### src/rtl/ea_index_pkg.sv
package ea_index_pkg;
    localparam int ADDR_W  = 32;
    localparam int WORD_W  = 16;
    localparam int SEL_W   = 4;
    localparam int SCALE_W = 2;
    localparam int STEP_W  = 3;

    typedef struct packed {
        logic [SEL_W-1:0]   sel;
        logic               idx_long;
        logic [SCALE_W-1:0] scale;
        logic               full;
        logic               base_sup;
        logic               idx_sup;
        logic [1:0]         bd_size;
        logic               spare;
        logic               post;
        logic [1:0]         od_size;
    } ext_t;

    typedef enum logic [2:0] {
        ST_IDLE, ST_INDEX, ST_BDISP, ST_ODISP, ST_PRE, ST_MEM, ST_POST, ST_FIN
    } state_t;

    function automatic logic size_fetches(input logic [1:0] sz);
        return sz[1];
    endfunction

    function automatic logic size_long(input logic [1:0] sz);
        return sz == 2'b11;
    endfunction

    function automatic logic [ADDR_W-1:0] sext_byte(input logic [7:0] b);
        return {{(ADDR_W-8){b[7]}}, b};
    endfunction
endpackage

### src/rtl/ea_index_scale.sv
module ea_index_scale
    import ea_index_pkg::*;
#(
    parameter int AW = ADDR_W,
    parameter int WW = WORD_W,
    parameter int SW = SCALE_W
) (
    input  logic [AW-1:0] reg_val_i,
    input  logic          use_long_i,
    input  logic [SW-1:0] scale_i,
    input  logic          suppress_i,
    output logic [AW-1:0] index_o
);
    localparam int EXT_W = AW - WW;
    logic [AW-1:0] sized;

    always_comb begin
        sized   = use_long_i ? reg_val_i : {{EXT_W{reg_val_i[WW-1]}}, reg_val_i[WW-1:0]};
        index_o = suppress_i ? '0 : (sized << scale_i);
    end
endmodule

### src/rtl/ea_disp_collect.sv
module ea_disp_collect
    import ea_index_pkg::*;
#(
    parameter int AW = ADDR_W,
    parameter int WW = WORD_W
) (
    input  logic          clk,
    input  logic          rst,
    input  logic          clear_i,
    input  logic          word_vld_i,
    input  logic [WW-1:0] word_i,
    input  logic          long_i,
    output logic          last_o,
    output logic [AW-1:0] value_o
);
    localparam int EXT_W = AW - WW;
    logic [WW-1:0] hi_q;
    logic          second_q;

    assign last_o  = word_vld_i && (!long_i || second_q);
    assign value_o = long_i ? {hi_q, word_i} : {{EXT_W{word_i[WW-1]}}, word_i};

    always_ff @(posedge clk) begin
        if (rst || clear_i) begin
            second_q <= 1'b0;
            hi_q     <= '0;
        end else if (word_vld_i) begin
            if (long_i && !second_q) begin
                hi_q     <= word_i;
                second_q <= 1'b1;
            end else begin
                second_q <= 1'b0;
            end
        end
    end

    p_long_second_r5: assert property (@(posedge clk) disable iff (rst)
        (word_vld_i && long_i && !second_q && !clear_i) |=> second_q);
endmodule

### src/rtl/ea_index_gen.sv
module ea_index_gen
    import ea_index_pkg::*;
(
    input  logic              clk,
    input  logic              rst,
    input  logic              start_i,
    input  logic [ADDR_W-1:0] base_i,
    input  logic [WORD_W-1:0] ext_i,
    output logic [SEL_W-1:0]  idx_sel_o,
    input  logic [ADDR_W-1:0] idx_val_i,
    output logic              wf_req_o,
    input  logic              wf_ack_i,
    input  logic [WORD_W-1:0] wf_data_i,
    output logic              rd_req_o,
    output logic [ADDR_W-1:0] rd_addr_o,
    input  logic              rd_rdy_i,
    input  logic [ADDR_W-1:0] rd_data_i,
    output logic              done_o,
    output logic [ADDR_W-1:0] ea_o,
    output logic [STEP_W-1:0] steps_o
);
    localparam logic [STEP_W-1:0] STEP_ONE = STEP_W'(1);

    state_t            state_q;
    ext_t              ext_q;
    logic [ADDR_W-1:0] acc_q, idx_q, outer_q, ea_q;
    logic [STEP_W-1:0] steps_q;
    logic [ADDR_W-1:0] idx_w, disp_w;
    logic              disp_last, disp_long, fetching;

    assign fetching  = (state_q == ST_BDISP) || (state_q == ST_ODISP);
    assign disp_long = (state_q == ST_BDISP) ? size_long(ext_q.bd_size) : size_long(ext_q.od_size);

    ea_index_scale u_scale (
        .reg_val_i  (idx_val_i),
        .use_long_i (ext_q.idx_long),
        .scale_i    (ext_q.scale),
        .suppress_i (ext_q.full && ext_q.idx_sup),
        .index_o    (idx_w)
    );

    ea_disp_collect u_disp (
        .clk        (clk),
        .rst        (rst),
        .clear_i    (state_q == ST_INDEX),
        .word_vld_i (fetching && wf_ack_i),
        .word_i     (wf_data_i),
        .long_i     (disp_long),
        .last_o     (disp_last),
        .value_o    (disp_w)
    );

    always_ff @(posedge clk) begin
        if (rst) begin
            state_q <= ST_IDLE;
            ext_q   <= '0;
            acc_q   <= '0;
            idx_q   <= '0;
            outer_q <= '0;
            ea_q    <= '0;
            steps_q <= '0;
        end else begin
            case (state_q)
                ST_IDLE: if (start_i) begin
                    ext_q   <= ext_t'(ext_i);
                    acc_q   <= base_i;
                    outer_q <= '0;
                    steps_q <= '0;
                    state_q <= ST_INDEX;
                end
                ST_INDEX: begin
                    idx_q <= idx_w;
                    if (!ext_q.full) begin
                        ea_q    <= acc_q + sext_byte(ext_q[7:0]) + idx_w;
                        state_q <= ST_FIN;
                    end else begin
                        if (ext_q.base_sup) acc_q <= '0;
                        if (size_fetches(ext_q.bd_size))      state_q <= ST_BDISP;
                        else if (size_fetches(ext_q.od_size)) state_q <= ST_ODISP;
                        else                                  state_q <= ST_PRE;
                    end
                end
                ST_BDISP: if (disp_last) begin
                    acc_q   <= acc_q + disp_w;
                    steps_q <= steps_q + STEP_ONE;
                    state_q <= size_fetches(ext_q.od_size) ? ST_ODISP : ST_PRE;
                end
                ST_ODISP: if (disp_last) begin
                    outer_q <= disp_w;
                    steps_q <= steps_q + STEP_ONE;
                    state_q <= ST_PRE;
                end
                ST_PRE: begin
                    if (!ext_q.post) begin
                        acc_q   <= acc_q + idx_q;
                        steps_q <= steps_q + STEP_ONE;
                    end
                    state_q <= (ext_q.od_size != 2'b00) ? ST_MEM : ST_POST;
                end
                ST_MEM: if (rd_rdy_i) begin
                    acc_q   <= rd_data_i;
                    steps_q <= steps_q + STEP_ONE;
                    state_q <= ST_POST;
                end
                ST_POST: begin
                    ea_q <= acc_q + (ext_q.post ? idx_q : '0) + outer_q;
                    if (ext_q.post) steps_q <= steps_q + STEP_ONE;
                    state_q <= ST_FIN;
                end
                default: state_q <= ST_IDLE;
            endcase
        end
    end

    assign idx_sel_o = ext_q.sel;
    assign wf_req_o  = fetching;
    assign rd_req_o  = (state_q == ST_MEM);
    assign rd_addr_o = acc_q;
    assign done_o    = (state_q == ST_FIN);
    assign ea_o      = ea_q;
    assign steps_o   = steps_q;

    p_done_pulse_r9: assert property (@(posedge clk) disable iff (rst)
        done_o |=> !done_o);
    p_rd_hold_r7: assert property (@(posedge clk) disable iff (rst)
        (rd_req_o && !rd_rdy_i) |=> (rd_req_o && $stable(rd_addr_o)));
    p_steps_max_r8: assert property (@(posedge clk) disable iff (rst)
        done_o |-> (steps_o <= STEP_W'(4)));
    p_short_quiet_r1: assert property (@(posedge clk) disable iff (rst)
        (state_q != ST_IDLE && !ext_q.full) |-> (!wf_req_o && !rd_req_o));
    p_short_steps_r1: assert property (@(posedge clk) disable iff (rst)
        (done_o && !ext_q.full) |-> (steps_o == '0));
    p_req_excl_r6: assert property (@(posedge clk) disable iff (rst)
        !(wf_req_o && rd_req_o));
endmodule

### config.mk
export PLATFORM = sky130hd
export DESIGN_NAME = ea_index_gen
export DESIGN_NICKNAME = d
export VERILOG_FILES = /design/src/rtl/ea_index_pkg.sv /design/src/rtl/ea_index_scale.sv /design/src/rtl/ea_disp_collect.sv /design/src/rtl/ea_index_gen.sv
export SDC_FILE = /design/constraint.sdc
export NUM_CORES = 1
export LEC_CHECK = 0
export BUFFER_PORTS_ARGS = -buffer_cell sky130_fd_sc_hd__buf_4
export CORE_UTILIZATION = 30
export CTS_BUF_LIST = sky130_fd_sc_hd__clkbuf_2
export CTS_CLUSTER_SIZE = 28
export DETAILED_ROUTE_END_ITERATION = 16
export SYNTH_ARGS = -nofsm -noshare
export SYNTH_HDL_FRONTEND = slang
export SYNTH_SLANG_ARGS = --single-unit
export TNS_END_PERCENT = 10
### constraint.sdc
create_clock -name clk -period 12.3 [get_ports clk]
set_clock_uncertainty 0.15 [all_clocks]
set_input_delay 2.46 -clock clk [delete_from_list [all_inputs] [get_ports clk]]
set_output_delay 2.46 -clock clk [all_outputs]
set_load 0.01 [all_outputs]
# Word-level counts from Yosys, hierarchy flattened
# Cells that the tools add are included.
# totals
reg_bits	167
input_bits	133
output_inout_bits	74
elab_cells	101
# op_classes
n_addsub	7
eq_ne	19
shift	1
n_mux	33
reduce_logical	23
# op_table
cell	n
32-bit two-way mux	13
32-bit adder	6
32-bit one-hot mux with 5 select lines	1
32-bit one-hot mux with 2 select lines	2
3-bit two-way mux	12
32-bit by 2-bit left shift with 32-bit output	1
3-bit one-hot mux with 7 select lines	1
2-bit != test (second input constant)	8
3-bit one-hot mux with 5 select lines	1
3-bit equality test (second input constant)	4
5-bit nonzero test	2
7-bit AND reduction	1
3-bit by 2-bit equality test with 1-bit output (second input constant)	2
2-bit AND reduction	3
6-bit AND reduction	1
2-bit nonzero test	3
2-bit equality test (second input constant)	2
1-bit logical AND	4
2-bit by 1-bit != test with 1-bit output (second input constant)	2
4-bit AND reduction	1
3-bit by 1-bit adder with 3-bit output (second input constant)	1
3-bit by 1-bit equality test with 1-bit output (second input constant)	1
3-bit zero test	1
1-bit logical OR	3
other kinds (5)	7

# Logic depth before layout (Yosys ltp)
# logic_depth
ltp_word	7
ltp_mapped	20
ltp_nobuf	18

# Hierarchy
# Synthesis repeated with hierarchy kept, for this count alone.
# hier_totals
hier_cells	1846
hier_area_um2	15174.6
# modules_own_cells
module	instances	cells_per_inst	area_per_inst_um2	seq_area_each_um2
ea_index_gen	1	1619	13155.1	3002.9
ea_disp_collect	1	133	1166.1	340.3
ea_index_scale	1	94	853.3	0.0

# Worst setup path before layout
# Ideal clock, no wire load.
# synth_timing
kind	input to register
from	input port idx_val_i[15]
to	register ea_q[29] (netlist: ea_o[29])
setup_ps	131
t_arrival_ps	5537
required_time_ps	12019
setup_slack_ps	6482
stages	16
n_path_buf	1
path_cell_list	nor2_1 -> clkbuf_1 -> a21o_1 -> o22ai_1 -> fa_1 -> ha_1 -> a21o_1 -> a21oi_1 -> o21ai_0 -> nand2_1 -> nand2_1 -> a211oi_1 -> a21oi_1 -> or3_1 -> a21oi_1 -> nor3_1
# synth_via
elab_chain_len	6
# synth_rtl
element	line	text
from (decl)	ea_index_gen.sv:10	input logic [ADDR_W-1:0] idx_val_i,
32-bit two-way mux	ea_index_scale.sv:18	sized = use_long_i ? reg_val_i : {{EXT_W{reg_val_i[WW-1]}}, reg_val_i[WW-1:0]};
32-bit by 2-bit left shift with 32-bit output	ea_index_scale.sv:19	index_o = suppress_i ? '0 : (sized << scale_i);
32-bit two-way mux	ea_index_scale.sv:19	
named net idx_w[17]	ea_index_gen.sv:28	logic [ADDR_W-1:0] idx_w, disp_w;
32-bit adder	ea_index_gen.sv:74	ea_q <= acc_q + sext_byte(ext_q[7:0]) + idx_w;
32-bit two-way mux	ea_index_gen.sv:73	if (!ext_q.full) begin
32-bit one-hot mux with 2 select lines	ea_index_gen.sv:63	case (state_q)
to (signal assigned)	ea_index_gen.sv:74	
to (signal assigned)	ea_index_gen.sv:106	ea_q <= acc_q + (ext_q.post ? idx_q : '0) + outer_q;
to (decl)	ea_index_gen.sv:26	logic [ADDR_W-1:0] acc_q, idx_q, outer_q, ea_q;
# The timed path passes the listed nets, and every way through them passes these cells. The select of a mux whose other input is x is not followed.
# A chain may end at the register's enable or synchronous reset.

# Worst setup path after layout
# Ends and elaborated chain as after synthesis.

==> reports/summary.txt <==
Outcome -> finished, violations left
Failing checks -> design-rule violations
Arr. time, crit path -> 6.37 ns
GRT Total Usage -> 0.217
FF-to-FF setup slack -> 6.92 ns
Initial Util -> 0.306
Initial antenna violation count -> 3
Largest net degree at the start of global routing -> 74
Die ar. -> 48700 um^2
Max-slew violations -> 0
RSZ-0062 raised after global routing -> no
Via-per-instance ratio -> 5.47
Final Non-Filler Cells -> 2596
Post-synth ARST share -> 0
Number of hold buffers added after cts -> 0
DRC violations left -> 9
Port Buffers -> 206
Fin crit period -> 5.72 ns
Worst Setup Start Kind -> input port
Area after DPL -> 16300 um^2
Commonest non-fill, non-tap cells in the layout -> 232 x nand2_1, 224 x buf_4, 214 x nor2_1, 196 x a21oi_1, 165 x dfxtp_1
GPL Wtd Cong -> 0.924
Register area share after synthesis -> 0.233
Total clock sinks -> 167
Crit path kind -> in -> reg
Routed WL per cell -> 20.5 um
Global-route wire length before repair -> 79900 um
CTS Buf Count -> 17
GR Overflow Total -> 0
Dominant synthesized flop cell -> dfxtp_1
Hold path startpoint -> u_disp.second_q
ANT nets after route -> 0
Die width -> 221 um
Leading cell type in the layout, fill and taps excluded -> nand2_1
Layout area overhead -> 15.4%
DIE HEIGHT -> 221 um
Worst setup EP type -> flop
Worst setup margin -> 6.58 ns
Worst relative slew slack -> 0.181
Largest family of logic cells by synthesized area -> compound AO/OA/AOI/OAI gates
Reg-to-reg startpoint -> ext_q[8]
Total Wirelength -> 53100 um
Post-synthesis xor/xnor area fraction -> 0.0470
Number of global-route vias before repair -> 13409
Max IR drop VDD -> 0.000149 V
Hold Path Class -> reg -> reg
R2r endpoint -> ea_o[30]
Core Util, Final -> 0.353
R2r worst-path depth -> 17
Dpl cells -> 2559
Pwr/cell area -> 245 nW/um^2
H-tree depth -> 4
Layout cells sized above 1 -> 0.147
Fin. Hold Viols -> 0
Number of filler instances in the final layout -> 4982
Final instance area -> 16500 um^2
Post-synth EDFFs -> 0
DRT iter0 DRCs -> 1397
TritonCTS clock tree -> built
# nets final -> 2261
Worst-path fanout max -> 14
Post-synthesis register bit count -> 167
Post-Synth Simple-Gate Area -> 0.212
Clk root buf -> clkbuf_2
Syn nets -> 2135
Worst Tran Pin Value -> 1.23 ns
Lkg Pwr -> 7.11 nW
Detailed Place HPWL -> 41900 um
Hold endpoint -> u_disp.second_q
Post-synth cell types -> 85
Vias -> 14188
Mux contribution to synthesized area -> 0.0340
Post-CTS setup repair buffer count -> 0
1st-pass router iterations -> 12
Syn Area/Cell -> 7.77 um^2
Max Fclk -> 0.175 GHz
Final setup viols -> 0
Synthesized area -> 14300 um^2
CTS Buffer Depth -> 2
CTS resizes -> 0
Clk Latency, worst-skew pair -> 0.93 ns
Synthesized-area fraction occupied by adder cells -> 0.171
Compound-cell area share of the yosys netlist -> 0.255
Hold Path Depth -> 2
Core outline area -> 46900 um^2
Dpl ws -> 5.71 ns
Setup TNS -> 0 ns
Post-Synthesis Cells -> 1845
Total of max-cap violations -> 0
YS warnings -> 0
Row cnt -> 79
Worst-path clk slew -> 0.31 ns
Period Utilization, post-route -> 0.465
I/O pin count -> 207
Worst endpoint required time -> 12.95 ns
-- metrics by stage --
stage,hold slack [ns],power [mW]
detailed placement,0.291,3.70
global placement,0.290,3.68
floorplan,0.281,2.82
finish,0.318,4.05
global route,0.341,4.40
CTS,0.319,4.04
-- worst max-delay path, stage by stage --
cell and delay [ns]:
buf_4 0.13, nor2_1 0.69, a21o_1 0.16, o22ai_1 0.12, fa_1 0.50, ha_1 0.37
a21o_1 0.23, a21oi_1 0.18, o21ai_0 0.14, nand2_1 0.11, nand2_1 0.12, a211oi_1 0.47
a21oi_1 0.18, or3_1 0.32, a21oi_1 0.14, nor3_1 0.06
-- how the worst max path moves through the flow --
stage,endpoint,slack [ns],from
after detailed placement,ea_o[29],5.71,idx_val_i[15]
after CTS,ea_o[29],6.71,idx_val_i[15]
after global placement,ea_o[29],5.81,idx_val_i[15]
after floorplan,ea_o[29],6.48,idx_val_i[15]
final,ea_o[29],6.58,idx_val_i[15]
after global routing,ea_o[29],6.31,idx_val_i[15]
-- layout make-up --
cell class,instances,area (um^2),share of cell area
clock inverter,15,155,0.00937
clock buffer,17,85.1,0.00514
tap,607,759,0.0459
timing repair buffer,224,1680,0.102
multi-input combinational,1519,10400,0.626
sequential,167,3350,0.202
antenna,5,12.5,0.000756
inverter,42,158,0.00953
-- cell usage after synthesis, drive strengths merged, types with 4 or more instances --
| master | n | share of area |
|---|---|---|
| or2 | 5 | 0.0022 |
| o21a | 15 | 0.0079 |
| a222oi | 22 | 0.015 |
| inv | 41 | 0.011 |
| clkbuf | 92 | 0.026 |
| dfxtp | 167 | 0.23 |
| mux2i | 44 | 0.032 |
| a211oi | 58 | 0.031 |
| nor3 | 74 | 0.026 |
| a41oi | 5 | 0.0036 |
| buf | 25 | 0.0097 |
| nand4 | 8 | 0.0035 |
| o31ai | 5 | 0.0036 |
| and2 | 37 | 0.016 |
| o21bai | 11 | 0.0058 |
| fa | 65 | 0.091 |
| or3 | 8 | 0.0035 |
| a2111oi | 6 | 0.0037 |
| nor4 | 4 | 0.0017 |
| o21ai | 72 | 0.025 |
| nor2b | 17 | 0.0074 |
| and4 | 4 | 0.0024 |
| a311oi | 8 | 0.0053 |
| a21o | 54 | 0.028 |
| ha | 92 | 0.080 |
| xnor2 | 44 | 0.027 |
| a221oi | 9 | 0.0055 |
| nand2 | 234 | 0.062 |
| o22ai | 34 | 0.015 |
| a31oi | 10 | 0.0044 |
| nor2 | 216 | 0.057 |
| xor2 | 33 | 0.020 |
| nand3 | 36 | 0.013 |
| a21oi | 198 | 0.069 |
| and3 | 11 | 0.0051 |
| o211ai | 7 | 0.0037 |
| a22o | 10 | 0.0061 |
| o2111ai | 6 | 0.0037 |
| nand2b | 16 | 0.0070 |
-- flip-flops by register name (all words and copies together) (netlist names) --
signal           flops
outer_q             32
idx_sel_o            4
steps_o              3
rd_addr_o           32
u_disp.hi_q         16
ext_q               12
idx_q               32
state_q              3
u_disp.second_q      1
ea_o                32
-- per-layer routing --
metal / routed length, um / global-route usage / up-vias
li1: - / - / 6882
met1: 25100 / 0.308 / 6787
met2: 23600 / 0.338 / 449
met3: 3010 / 0.0289 / 70
met4: 1420 / 0.0719 / 0
met5: 0 / 0 / -
-- kinds of logic (layout without fill, tap and decap cells) --
group / Yosys count / after routing
buf+inv: 159 / 298
other cells: 0 / 5
fa+ha+maj: 157 / 157
mux: 47 / 47
xor+xnor: 77 / 77
simple gates: 680 / 680
flops: 167 / 167
compound gates: 558 / 558
-- power breakdown --
group	switching (mW)	internal (mW)
Combinational	1.68	1.12
Clock	0.259	0.0681
Sequential	0.232	0.688
(Power assumes the default switching activity.)
